### src/rtl/hpd_pkg.sv
package hpd_pkg;
  // bit 3..0 of the processor enable word
  typedef struct packed {
    logic tx_dreq_en;
    logic rx_dreq_en;
    logic tx_irq_en;
    logic rx_irq_en;
  } cpu_ctl_t;

  // bit 1..0 of the host enable word
  typedef struct packed {
    logic rx_req_en;
    logic tx_req_en;
  } host_ctl_t;
endpackage

### src/rtl/hpd_h2c.sv
module hpd_h2c #(
  parameter int BYTE_W = 8,
  parameter int NBYTES = 3,
  parameter int ADDR_W = 2
) (
  input  logic                             clk_i,
  input  logic                             rst_ni,
  input  logic                             h_we_i,
  input  logic                             h_acc_i,
  input  logic [ADDR_W-1:0]                h_addr_i,
  input  logic [BYTE_W-1:0]                h_wdata_i,
  input  logic                             cpu_rd_i,
  output logic [NBYTES-1:0][BYTE_W-1:0]    hrx_o,
  output logic                             hrdf_o,
  output logic                             txde_o
);
  logic [NBYTES-1:0][BYTE_W-1:0] tx_q, hrx_q;
  logic txde_q, hrdf_q, low_wr, xfer;

  // addr k+1 holds byte NBYTES-1-k; last address is the low byte
  for (genvar k = 0; k < NBYTES; k++) begin : g_tx_byte
    always_ff @(posedge clk_i or negedge rst_ni) begin
      if (!rst_ni) tx_q[NBYTES-1-k] <= '0;
      else if (h_we_i && h_addr_i == ADDR_W'(k+1)) tx_q[NBYTES-1-k] <= h_wdata_i;
    end
  end

  assign low_wr = h_we_i && (h_addr_i == ADDR_W'(NBYTES));
  assign xfer   = !txde_q && !hrdf_q && !h_acc_i;

  always_ff @(posedge clk_i or negedge rst_ni) begin
    if (!rst_ni) begin
      txde_q <= 1'b1;
      hrdf_q <= 1'b0;
      hrx_q  <= '0;
    end else begin
      if (low_wr)    txde_q <= 1'b0;
      else if (xfer) txde_q <= 1'b1;
      if (xfer)          hrdf_q <= 1'b1;
      else if (cpu_rd_i) hrdf_q <= 1'b0;
      if (xfer) hrx_q <= tx_q;
    end
  end

  assign hrx_o  = hrx_q;
  assign hrdf_o = hrdf_q;
  assign txde_o = txde_q;


  hrx_hold_chk: assert property (@(posedge clk_i) disable iff (!rst_ni)
    hrdf_q && !cpu_rd_i |=> hrdf_q && $stable(hrx_q));

  h2c_stall_chk: assert property (@(posedge clk_i) disable iff (!rst_ni)
    h_acc_i |=> !$rose(hrdf_q));

  h2c_move_chk: assert property (@(posedge clk_i) disable iff (!rst_ni)
    $rose(hrdf_q) |-> txde_q && $past(!txde_q));
endmodule

### src/rtl/hpd_c2h.sv
module hpd_c2h #(
  parameter int BYTE_W = 8,
  parameter int NBYTES = 3,
  parameter int ADDR_W = 2
) (
  input  logic                             clk_i,
  input  logic                             rst_ni,
  input  logic                             cpu_wr_i,
  input  logic [NBYTES*BYTE_W-1:0]         cpu_wdata_i,
  input  logic                             h_re_i,
  input  logic                             h_acc_i,
  input  logic [ADDR_W-1:0]                h_addr_i,
  output logic [NBYTES-1:0][BYTE_W-1:0]    rx_o,
  output logic                             rxdf_o,
  output logic                             htde_o
);
  logic [NBYTES-1:0][BYTE_W-1:0] htx_q, rx_q;
  logic htde_q, rxdf_q, low_rd, xfer;

  assign low_rd = h_re_i && (h_addr_i == ADDR_W'(NBYTES));
  assign xfer   = !htde_q && !rxdf_q && !h_acc_i;

  always_ff @(posedge clk_i or negedge rst_ni) begin
    if (!rst_ni) begin
      htx_q  <= '0;
      rx_q   <= '0;
      htde_q <= 1'b1;
      rxdf_q <= 1'b0;
    end else begin
      if (cpu_wr_i) htx_q <= cpu_wdata_i;
      if (cpu_wr_i)  htde_q <= 1'b0;
      else if (xfer) htde_q <= 1'b1;
      if (xfer)        rxdf_q <= 1'b1;
      else if (low_rd) rxdf_q <= 1'b0;
      if (xfer) rx_q <= htx_q;
    end
  end

  assign rx_o   = rx_q;
  assign rxdf_o = rxdf_q;
  assign htde_o = htde_q;


  rx_hold_chk: assert property (@(posedge clk_i) disable iff (!rst_ni)
    rxdf_q |=> $stable(rx_q));

  c2h_stall_chk: assert property (@(posedge clk_i) disable iff (!rst_ni)
    h_acc_i |=> !$rose(rxdf_q));

  c2h_move_chk: assert property (@(posedge clk_i) disable iff (!rst_ni)
    $rose(rxdf_q) |-> htde_q && $past(!htde_q));
endmodule

### src/rtl/hpd_hs.sv
module hpd_hs
  import hpd_pkg::*;
(
  input  logic       clk_i,
  input  logic       rst_ni,
  input  logic       cpu_ctl_we_i,
  input  logic [3:0] cpu_ctl_i,
  input  logic       h_ctl_we_i,
  input  logic [1:0] h_ctl_i,
  input  logic       hrdf_i,
  input  logic       htde_i,
  input  logic       txde_i,
  input  logic       rxdf_i,
  output logic       host_req_o,
  output logic       rx_irq_o,
  output logic       tx_irq_o,
  output logic       rx_dreq_o,
  output logic       tx_dreq_o
);
  cpu_ctl_t  cctl_q;
  host_ctl_t hctl_q;

  always_ff @(posedge clk_i or negedge rst_ni) begin
    if (!rst_ni) begin
      cctl_q <= '0;
      hctl_q <= '0;
    end else begin
      if (cpu_ctl_we_i) cctl_q <= cpu_ctl_t'(cpu_ctl_i);
      if (h_ctl_we_i)   hctl_q <= host_ctl_t'(h_ctl_i);
    end
  end

  assign rx_irq_o   = cctl_q.rx_irq_en  & hrdf_i;
  assign tx_irq_o   = cctl_q.tx_irq_en  & htde_i;
  assign rx_dreq_o  = cctl_q.rx_dreq_en & hrdf_i;
  assign tx_dreq_o  = cctl_q.tx_dreq_en & htde_i;
  assign host_req_o = (hctl_q.tx_req_en & txde_i) | (hctl_q.rx_req_en & rxdf_i);
endmodule

### src/rtl/host_port_dbuf.sv
module host_port_dbuf #(
  parameter  int BYTE_W = 8,
  parameter  int NBYTES = 3,
  localparam int WORD_W = NBYTES * BYTE_W,
  localparam int ADDR_W = $clog2(NBYTES + 1)
) (
  input  logic              clk_i,
  input  logic              rst_ni,
  input  logic              h_cs_i,
  input  logic              h_we_i,
  input  logic              h_re_i,
  input  logic [ADDR_W-1:0] h_addr_i,
  input  logic [BYTE_W-1:0] h_wdata_i,
  output logic [BYTE_W-1:0] h_rdata_o,
  output logic              host_req_o,
  input  logic              cpu_wr_i,
  input  logic [WORD_W-1:0] cpu_wdata_i,
  input  logic              cpu_rd_i,
  output logic [WORD_W-1:0] cpu_rdata_o,
  input  logic              cpu_ctl_we_i,
  input  logic [3:0]        cpu_ctl_i,
  output logic              cpu_hrdf_o,
  output logic              cpu_htde_o,
  output logic              cpu_rx_irq_o,
  output logic              cpu_tx_irq_o,
  output logic              cpu_rx_dreq_o,
  output logic              cpu_tx_dreq_o
);
  logic h_wr, h_rd, h_data_acc, h_ctl_we;
  logic txde, rxdf, hrdf, htde;
  logic [NBYTES-1:0][BYTE_W-1:0] hrx, rx_w;
  logic [BYTE_W-1:0] rd_byte;

  assign h_wr       = h_cs_i & h_we_i;
  assign h_rd       = h_cs_i & h_re_i;
  assign h_data_acc = (h_wr | h_rd) & (h_addr_i != '0);
  assign h_ctl_we   = h_wr & (h_addr_i == '0);

  hpd_h2c #(.BYTE_W(BYTE_W), .NBYTES(NBYTES), .ADDR_W(ADDR_W)) i_h2c (
    .clk_i, .rst_ni,
    .h_we_i(h_wr), .h_acc_i(h_data_acc), .h_addr_i, .h_wdata_i,
    .cpu_rd_i, .hrx_o(hrx), .hrdf_o(hrdf), .txde_o(txde)
  );

  hpd_c2h #(.BYTE_W(BYTE_W), .NBYTES(NBYTES), .ADDR_W(ADDR_W)) i_c2h (
    .clk_i, .rst_ni,
    .cpu_wr_i, .cpu_wdata_i,
    .h_re_i(h_rd), .h_acc_i(h_data_acc), .h_addr_i,
    .rx_o(rx_w), .rxdf_o(rxdf), .htde_o(htde)
  );

  hpd_hs i_hs (
    .clk_i, .rst_ni,
    .cpu_ctl_we_i, .cpu_ctl_i,
    .h_ctl_we_i(h_ctl_we), .h_ctl_i(h_wdata_i[1:0]),
    .hrdf_i(hrdf), .htde_i(htde), .txde_i(txde), .rxdf_i(rxdf),
    .host_req_o,
    .rx_irq_o(cpu_rx_irq_o), .tx_irq_o(cpu_tx_irq_o),
    .rx_dreq_o(cpu_rx_dreq_o), .tx_dreq_o(cpu_tx_dreq_o)
  );

  always_comb begin
    rd_byte = '0;
    for (int k = 0; k < NBYTES; k++)
      if (h_addr_i == ADDR_W'(k+1)) rd_byte = rx_w[NBYTES-1-k];
  end

  assign h_rdata_o   = (h_addr_i == '0) ? {{(BYTE_W-2){1'b0}}, rxdf, txde} : rd_byte;
  assign cpu_rdata_o = hrx;
  assign cpu_hrdf_o  = hrdf;
  assign cpu_htde_o  = htde;


  h_low_wr_chk: assert property (@(posedge clk_i) disable iff (!rst_ni)
    h_wr && h_addr_i == ADDR_W'(NBYTES) |=> !h_rdata_o[0] || h_addr_i != '0);
endmodule

### config.mk
export PLATFORM = sky130hd
export DESIGN_NAME = host_port_dbuf
export DESIGN_NICKNAME = d
export VERILOG_FILES = /design/src/rtl/hpd_pkg.sv /design/src/rtl/hpd_h2c.sv /design/src/rtl/hpd_c2h.sv /design/src/rtl/hpd_hs.sv /design/src/rtl/host_port_dbuf.sv
export SDC_FILE = /design/constraint.sdc
export NUM_CORES = 1
export LEC_CHECK = 0
export ABC_AREA = 1
export BUFFER_PORTS_ARGS = -buffer_cell sky130_fd_sc_hd__buf_2
export CAP_MARGIN = 20
export CORE_MARGIN = 10
export CORE_UTILIZATION = 40
export CTS_CLUSTER_SIZE = 16
export DETAILED_ROUTE_END_ITERATION = 8
export PLACE_DENSITY_LB_ADDON = 0.2
export SYNTH_ARGS = -nofsm -noshare
export SYNTH_HDL_FRONTEND = slang
export SYNTH_SLANG_ARGS = --single-unit
### constraint.sdc
create_clock -name clk_i -period 1.6 [get_ports clk_i]
set_clock_uncertainty 0.05 [all_clocks]
set_input_delay 0 -clock clk_i [delete_from_list [all_inputs] [get_ports clk_i]]
set_output_delay 0 -clock clk_i [all_outputs]
set_load 0.05 [all_outputs]
# Word level (Yosys, flattened, before mapping)
# Index checks and enable logic that the tools add are counted.
# W data, S select, Z words.
[word_totals] input_bits=46 output_inout_bits=39 reg_bits=106 wordCells=68
[op_classes] n_bitwise=12 eq_ne=3 reduce_logical=19 n_mux=12
[op_table] cell="$mux W8" count=4
[op_table] cell="$and A1 B1 Y1" count=10
[op_table] cell="$reduce_bool A2 Y1" count=5
[op_table] cell="$logic_and A1 B1 Y1" count=8
[op_table] cell="$mux W1" count=8
[op_table] cell="$logic_not A1 Y1" count=5
[op_table] cell="$eq A2 B2 Y1 const B" count=2
[op_table] cell="$eq A2 B1 Y1 const B" count=1
[op_table] cell="$logic_not A2 Y1" count=1
[op_table] cell="$or A1 B1 Y1" count=2

# Longest topological paths before layout
# Gate-level depths: netlist (run 1).
[logic_depth] ltp_word=7 ltp_mapped=7 ltp_nobuf=6

# By module
# A second synthesis (run 1) with hierarchy kept.
[hier_totals] hier_cells=519 hier_area_um2=4526.8
[modules_own_cells] module="hpd_h2c" area_each_um2=2018.2 seq_area_each_um2=1252.5 n_inst=1 cells_per_inst=218
[modules_own_cells] module="hpd_c2h" area_each_um2=1953.1 seq_area_each_um2=1252.5 n_inst=1 cells_per_inst=215
[modules_own_cells] module="host_port_dbuf" area_each_um2=289.0 seq_area_each_um2=0.0 n_inst=1 cells_per_inst=49
[modules_own_cells] module="hpd_hs" area_each_um2=266.5 seq_area_each_um2=150.1 n_inst=1 cells_per_inst=37

# Worst setup path before layout (run 1)
# Ideal clock, no wire load.
[synth_timing] path_type="register to register" from="register i_h2c.hrdf_q, in the netlist i_h2c.hrdf_o" to="register i_h2c.hrx_q (netlist bit i_h2c.hrx_o[15])" setup_time_ns=0.066 period_less_slack_ns=1.473 slack_ns=0.127 stages_incl_launch_ff=5 required_ns=1.484 n_path_buf=1 arrival_ns=1.357 cell_sequence="dfrtp_1 -> nor2_2 -> clkbuf_1 -> nand3_1 -> nand2_1"
[synth_via] elab_chain_cells=3
[synth_lines] element="from (decl)" line_no="hpd_h2c.sv:18" text="logic txde_q, hrdf_q, low_wr, xfer;"
[synth_lines] element="from (signal assigned)" line_no="hpd_h2c.sv:34" text="hrdf_q <= 1'b0;"
[synth_lines] element="from (signal assigned)" line_no="hpd_h2c.sv:39" text="if (xfer) hrdf_q <= 1'b1;"
[synth_lines] element="from (signal assigned)" line_no="hpd_h2c.sv:40" text="else if (cpu_rd_i) hrdf_q <= 1'b0;"
[synth_lines] element="$logic_not A1 Y1" line_no="hpd_h2c.sv:29" text="assign xfer = !txde_q && !hrdf_q && !h_acc_i;"
[synth_lines] element="$logic_and A1 B1 Y1 (2 in series)" line_no="hpd_h2c.sv:29"
[synth_lines] element="to (signal assigned)" line_no="hpd_h2c.sv:41" text="if (xfer) hrx_q <= tx_q;"
[synth_lines] element="to (decl)" line_no="hpd_h2c.sv:17" text="logic [NBYTES-1:0][BYTE_W-1:0] tx_q, hrx_q;"
# Every way passes these cells.
# A chain may end at the register's enable or synchronous reset.

# Worst setup path in the final report (run 1)
[layout_timing] from="register i_h2c.txde_q, in the netlist i_h2c.txde_o" to="output h_rdata_o[0]"
[layout_via] elab_chain_cells=1
[layout_lines] element="from (decl)" line_no="hpd_h2c.sv:18"
[layout_lines] element="from (signal assigned)" line_no="hpd_h2c.sv:33" text="txde_q <= 1'b1;"
[layout_lines] element="from (signal assigned)" line_no="hpd_h2c.sv:37" text="if (low_wr) txde_q <= 1'b0;"
[layout_lines] element="from (signal assigned)" line_no="hpd_h2c.sv:38" text="else if (xfer) txde_q <= 1'b1;"
[layout_lines] element="$mux W8" line_no="host_port_dbuf.sv:68" text="assign h_rdata_o = (h_addr_i == '0) ? {{(BYTE_W-2){1'b0}}, rxdf, txde} : rd_byte;"
[layout_lines] element="to (decl)" line_no="host_port_dbuf.sv:14" text="output logic [BYTE_W-1:0] h_rdata_o,"
# Every way passes these cells.

==> results.tsv, run 1 <==
metric	value	unit
cts-resized-gates	0	
grt-ovfl-total	0	
drive_gt1_share	34.52	%
rsz0062_at_grt	no	
fin_crit	1.467	ns
row_count	38	
maxSlewHeadroom	59.58	%
synth_xor_area_share	0	%
synthAdderAreaFrac	0	%
groute.layer.met3.usage	3.540	%
syn_to_final_growth	27.84	%
post-place-ws	0.3021	ns
yosys.area_share.simple	24.36	%
post-route-period-util	91.69	%
coreArea	10980	um2
ir_worst_vdd	1.187	mV
maxSlewViolCount	0	
r2r_slack	0.24	ns
synth_top_family_by_area	simple AND/OR/NAND/NOR gates	
die_height	126.8	um
drc	0	
r2r_end	i_hs.cctl_q[2]	
fin_tns_setup	0	ns
die_w	126.8	um
ios	85	
cts_tree	built	
route.detailed.wl_per_inst	14.85	um
dr.pass1.iters	4	
hpwl	7.102	mm
antenna_cells	0	
yosys_register_bits	106	
worst_pin_slew	0.6042	ns
synthesis.nets	475	
antenna_found_initial	0	
vias_per_cell	4.665	
grt_pass1_vias	3519	
fin_cells	702	
post_cts_buffers	0	
hold_path_end	i_hs.hctl_q[1]	
cts_made_buffers	9	
leakage	2.963	nW
fin_nets	603	
p_per_area	1749	nW/um2
grt_max_degree	93	
p_int	5.863	mW
via_count	3275	
ys_warn_count	0	
drt_iter0_drc	191	
ys_types	27	
routabilityCongestion	0.7743	
syn_inst	429	
drv_cap	0	
critPathCaptureType	output port	
worstSetupStartpointType	flip-flop	
switching_share	42.53	%
setup_viol	0	
clk_pin_slew	0.07	ns
yosys.area.top_type_share	57.05	%
grt_use_met1	17.84	%
timing.rr.start	i_hs.cctl_q[2]	
p_seq_share	39.4	%
multiInputGateArea	1653	um2
dieArea	16080	um2
placedInstanceArea	5071	um2
worstHoldStart	h_addr_i[1]	
pwr-share-clk	22.4	%
critPathKind	flip-flop to output port	
required	1.55	ns
grtUsageTotal	13.62	%
busiest_layer	met2	
port_buffers	84	
clkSinkCount	106	
grt_pass1_wl	17.99	mm
hold_viol	0	
synth_mux_area_share	6.912	%
arrival	1.42	ns
holdPathStages	4	
yosys.area.top_type	dfrtp_1	
netlist_area	4562	um2
synth_compound_area_share	4.964	%
met2_usage	21.57	%
final_common_cell	nand2_1	
clk_latency	0.34	ns
cts_max_path_buffers	2	
finish.instance_area	5832	um2
clock.fmax	681.6	MHz
fin_ws	0.1330	ns
place_inst	641	
layout_common_cells	nand2_1, dfrtp_1, buf_2, dlygate4sd3_1, nand3_1	
synth_area_per_cell	10.63	um2
p_comb_share	38.2	%
p_sw	4.338	mW
crit_fanout	4	
seq_area	2655	um2
yosysSeqAreaShare	58.20	%
root_buffer	clkbuf_16	
hold_buffers	45	
ant_nets	0	
status	finished, final reports clean	
fillers	993	
start_util	41.54	%
htreeDepth	3	
synth_area_leaders	dfrtp_1, nand2_1, mux2_2	
fin_util	53.10	%
wl	10.42	mm
r2r_cells	2	
worstHoldPathType	primary input to flip-flop	
==> state kept, by name, summed over array words and instances, names as in the netlist <==
| signal | flops |
|---|---|
| i_c2h.htx_q | 24 |
| i_c2h.htde_o | 1 |
| i_h2c.hrdf_o | 1 |
| i_h2c.tx_q | 24 |
| i_c2h.rxdf_o | 1 |
| i_h2c.txde_o | 1 |
| i_hs.hctl_q | 2 |
| i_c2h.rx_o | 24 |
| i_hs.cctl_q | 4 |
| i_h2c.hrx_o | 24 |
==> worst max path at each step <==
stage	from	to	slack, ns	cells past startpoint
6_report	i_h2c.txde_o	h_rdata_o[0]	0.13	3
5_1_grt	i_h2c.txde_o	h_rdata_o[0]	0.09	3
4_1_cts	i_h2c.txde_o	h_rdata_o[0]	0.15	3
3_5_place_dp	h_cs_i	i_c2h.rx_o[3]	0.30	7
3_3_place_gp	i_c2h.rxdf_o	i_c2h.rx_o[4]	0.34	4
2_1_floorplan	i_h2c.hrdf_o	i_h2c.hrx_o[15]	0.13	4
==> Yosys cell counts (all sizes together) <==
cell type and count:
clkbuf 1, mux2 28, dfstp 2, nor2 14, inv 20, a22o 1, buf 18, nand4 2
nand2 155, nand3 54, a21oi 10, o21ai 20, dfrtp 104
==> metrics by stage <==
stage | hold slack [ns] | total power [mW]
6_report | 0.09770 | 10.20
5_1_grt | 0.1368 | 10.87
4_1_cts | 0.09087 | 10.34
3_5_place_dp | -0.1827 | 7.920
3_3_place_gp | -0.1860 | 7.849
2_1_floorplan | -0.3456 | 6.903
==> layer usage <==
metal | vias up | part of all wire, %
met3 | 6 | 4.8
met5 | - | 0
li1 | 1650 | -
met2 | 63 | 47
met4 | 0 | 1.0
met1 | 1556 | 47
==> worst max-delay path: stages (launching register included) <==
cell	delay, ns
dfstp_2	0.57
nand2_1	0.07
nand4_1	0.14
buf_2	0.29
==> cell families (layout without fill, tap and decap cells) <==
family | Yosys count | count (layout)
simple gates | 225 | 225
flops | 106 | 106
buf+inv | 39 | 172
compound gates | 31 | 31
mux | 28 | 28
==> power groups by stage <==
| stage | combinational [mW] | sequential, mW | clock, mW |
|---|---|---|---|
| global placement | 3.80 | 4.05 | 0 |
| floorplan | 1.81 | 5.10 | 0 |
| detailed placement | 3.86 | 4.06 | 0 |
| finish | 3.89 | 4.02 | 2.29 |
| CTS | 3.96 | 4.02 | 2.36 |
| global route | 4.26 | 4.14 | 2.47 |
==> cell type report <==
cell class	instances	area share, %
clock buffers	9	3.862
repair buffers	136	16.52
multi-input cells	284	28.34
flip-flops and latches	106	45.53
clock inverters	7	1.459
well taps	140	3.004
inverters	20	1.287
(Power assumes the default switching activity.)
==> run 2: changes to the inputs <==
Settings changed: CORE_ASPECT_RATIO set to 1.4, CORE_UTILIZATION 40 to 32.
==> results.tsv, run 2 (synthesized netlist as in run 1, its figures left out) <==
metric	value	unit
status	finished, final reports clean	
pwr-share-clk	22.2	%
ant_nets	0	
route.detailed.wl_per_inst	14.43	um
cts_made_buffers	9	
fin_crit	1.425	ns
drt_iter0_drc	126	
leakage	2.984	nW
hold_ws	0.08973	ns
routabilityCongestion	0.7538	
r2r_slack	0.24	ns
grt_pass1_wl	18.17	mm
fin_nets	605	
post-route-period-util	89.06	%
hold_viol	0	
switching_share	41.56	%
p_per_area	1709	nW/um2
p_comb_share	38.1	%
cts_tree	built	
die_w	120.9	um
cts_max_path_buffers	2	
start_util	32.64	%
grt-ovfl-total	0	
clock.fmax	701.7	MHz
rsz0062_at_grt	no	
port_buffers	84	
antenna_cells	0	
worstHoldPathType	primary input to flip-flop	
layout_common_cells	nand2_1, dfrtp_1, buf_2, dlygate4sd3_1, nand3_1	
ir_worst_vdd	0.7724	mV
coreArea	13970	um2
root_buffer	clkbuf_16	
ios	85	
via_count	3314	
vias_per_cell	4.425	
setup_viol	0	
finish.instance_area	5908	um2
worstHoldStart	h_addr_i[1]	
drc	0	
crit_fanout	4	
placedInstanceArea	5162	um2
htreeDepth	3	
maxSlewHeadroom	57.17	%
antenna_found_initial	0	
worst_pin_slew	0.6425	ns
p_int	5.902	mW
drv_cap	0	
row_count	51	
fin_tns_setup	0	ns
die_height	161.3	um
final_common_cell	nand2_1	
critPathKind	flip-flop to output port	
clk_pin_slew	0.07	ns
grt_pass1_vias	3615	
timing.rr.start	i_hs.cctl_q[2]	
syn_to_final_growth	29.51	%
arrival	1.38	ns
grt_max_degree	48	
grtUsageTotal	11.49	%
cts-resized-gates	0	
p_seq_share	39.7	%
crit_start	i_h2c.txde_o	
worstSetupStartpointType	flip-flop	
required	1.55	ns
hold_buffers	44	
drive_gt1_share	34.75	%
post_cts_buffers	0	
critPathCaptureType	output port	
dieArea	19500	um2
maxSlewViolCount	0	
hpwl	7.768	mm
wl	10.81	mm
p_sw	4.198	mW
dr.pass1.iters	4	
clkSinkCount	106	
clk_latency	0.34	ns
run 2: final cells by class:
cell class / count / area [um2]
clock buffer: 12 / 256.5
clock inverter: 4 / 48.80
fill: 1370 / 8066
inverter: 20 / 75.07
multi-input combinational: 284 / 1653
sequential: 106 / 2655
tap: 185 / 231.5
timing repair buffer: 138 / 988.4
run 2: power groups by stage:
stage | clock network, mW | registers [mW] | logic (mW)
after floorplan | 0 | 5.10 | 1.81
after global placement | 0 | 4.05 | 3.80
after detailed placement | 0 | 4.07 | 3.84
after CTS | 2.32 | 4.02 | 3.94
after global routing | 2.45 | 4.11 | 4.23
final | 2.24 | 4.01 | 3.85
run 2: routing by layer:
| metal | part of all wire, % | track usage, % | vias up | wire (um) |
|---|---|---|---|---|
| met1 | 42 | 13.47 | 1593 | 4539 |
| met3 | 5.4 | 3.385 | 10 | 580 |
| met4 | 1.2 | 3.465 | 0 | 126 |
| li1 | - | - | 1642 | - |
| met5 | 0 | 0 | - | 0 |
| met2 | 51 | 19.62 | 69 | 5561 |
run 2: critical path, stage by stage (launching register included):
cell and delay (ns):
dfstp_2 0.57, nand2_1 0.07, nand4_1 0.11, buf_2 0.28
run 2: path summary, 6_finish.rpt:
path / end / cells after the start
worst max-delay path: h_rdata_o[0] / 3
worst min-delay path: i_hs.hctl_q[0] / 4
worst max register to register: i_hs.cctl_q[2] / 2
worst min register to register: i_h2c.hrx_o[10] / 2
max in group asynchronous: i_c2h.rx_o[13] / 3
min in group asynchronous: i_h2c.hrx_o[20] / 2
run 2: stage by stage:
stage | setup slack [ns] | std cells | utilization, % | power [mW]
floorplan | 0.1273 | 429 | - | 6.903
global placement | 0.3563 | 689 | 36.94 | 7.853
detailed placement | 0.3391 | 689 | 36.94 | 7.909
CTS | 0.1490 | 749 | 42.28 | 10.27
global route | 0.1052 | 749 | 42.28 | 10.79
finish | 0.1750 | 749 | 42.28 | 10.10
==> run 3: changes to the inputs <==
Settings changed: CTS_BUF_LIST set to sky130_fd_sc_hd__clkbuf_4 sky130_fd_sc_hd__clkbuf_8.
==> results.tsv, run 3 (synthesized netlist as in run 1, its figures left out) <==
metric	value	unit
grt-ovfl-total	0	
required	1.55	ns
status	finished, final reports clean	
met2_usage	19.54	%
r2r_cells	2	
r2r_slack	0.24	ns
grt_pass1_wl	18.15	mm
cts-resized-gates	0	
maxSlewHeadroom	57.33	%
layout_common_cells	nand2_1, dfrtp_1, buf_2, dlygate4sd3_1, nand3_1	
final_common_cell	nand2_1	
routabilityCongestion	0.7538	
coreArea	13970	um2
p_per_area	1646	nW/um2
post-place-ws	0.3391	ns
setup_viol	0	
antenna_cells	0	
r2r_end	i_hs.cctl_q[2]	
critPathCaptureType	output port	
holdPathStages	4	
die_height	161.3	um
cts_max_path_buffers	2	
busiest_layer	met2	
fillers	1389	
critPathKind	flip-flop to output port	
row_count	51	
finish.instance_area	5811	um2
grt_use_met1	13.49	%
grt_pass1_vias	3630	
worstHoldStart	h_addr_i[1]	
cts_made_buffers	9	
root_buffer	clkbuf_8	
fin_util	41.58	%
dieArea	19500	um2
die_w	120.9	um
leakage	2.941	nW
grt_max_degree	48	
antenna_found_initial	0	
timing.rr.start	i_hs.cctl_q[2]	
hold_path_end	i_hs.hctl_q[0]	
rsz0062_at_grt	no	
hold_buffers	44	
hold_ws	0.06363	ns
post_cts_buffers	0	
start_util	32.64	%
crit_fanout	4	
via_count	3310	
worst_pin_slew	0.6401	ns
fin_tns_setup	0	ns
worstHoldPathType	primary input to flip-flop	
hold_viol	0	
total_power	9.563	mW
cts_tree	built	
clk_pin_slew	0.09	ns
ios	85	
clk_latency	0.36	ns
ant_nets	0	
wl	10.82	mm
placedInstanceArea	5162	um2
groute.layer.met3.usage	3.280	%
post-route-period-util	90.96	%
clkSinkCount	106	
fin_nets	605	
place_inst	689	
fin_crit	1.455	ns
htreeDepth	3	
syn_to_final_growth	27.37	%
route.detailed.wl_per_inst	14.44	um
fin_cells	749	
arrival	1.41	ns
grtUsageTotal	11.50	%
drv_cap	0	
vias_per_cell	4.419	
worstSetupStartpointType	flip-flop	
ir_worst_vdd	0.7881	mV
clock.fmax	687.1	MHz
maxSlewViolCount	0	
drc	0	
hpwl	7.768	mm
fin_ws	0.1446	ns
port_buffers	84	
dr.pass1.iters	6	
drive_gt1_share	34.93	%
drt_iter0_drc	132	
-- run 3: cell counts in the layout (fill, tap and decap cells not counted) --
Identical to the previous run, type by type.
-- run 3: worst max-delay path by stage --
stage | from | to | slack [ns] | cells after the start
final | i_h2c.txde_o | h_rdata_o[0] | 0.14 | 3
after global routing | i_h2c.txde_o | h_rdata_o[0] | 0.06 | 3
after CTS | i_h2c.txde_o | h_rdata_o[0] | 0.11 | 3
after detailed placement | h_cs_i | i_c2h.rx_o[10] | 0.34 | 7
after global placement | i_c2h.rxdf_o | i_c2h.rx_o[11] | 0.36 | 4
after floorplan | i_h2c.hrdf_o | i_h2c.hrx_o[15] | 0.13 | 4
-- run 3: cell type report --
class | instances | area, um2 | share of cell area [%]
Sequential cell | 106 | 2655 | 45.69
Multi-Input combinational cell | 284 | 1653 | 28.45
Timing Repair Buffer | 138 | 988.4 | 17.01
Tap cell | 185 | 231.5 | 3.984
Clock buffer | 12 | 158.9 | 2.735
Inverter | 20 | 75.07 | 1.292
Clock inverter | 4 | 48.80 | 0.8398
-- run 3: where the power goes --
group / total, mW / internal, mW / leakage, nW / switching (mW)
Combinational: 3.85 / 1.07 / 1.54 / 2.78
Clock: 1.71 / 0.829 / 0.110 / 0.881
Sequential: 4.00 / 3.52 / 1.29 / 0.478
-- run 3: worst max-delay path, stage by stage (launching register included) --
cell     delay (ns)
dfstp_2        0.58
nand2_1        0.07
nand4_1        0.11
buf_2          0.28
-- run 3: routing by layer --
metal / up-vias / wire [um]
met5: - / 0
met4: 0 / 121
met3: 9 / 546
met2: 65 / 5496
met1: 1593 / 4654
li1: 1643 / -
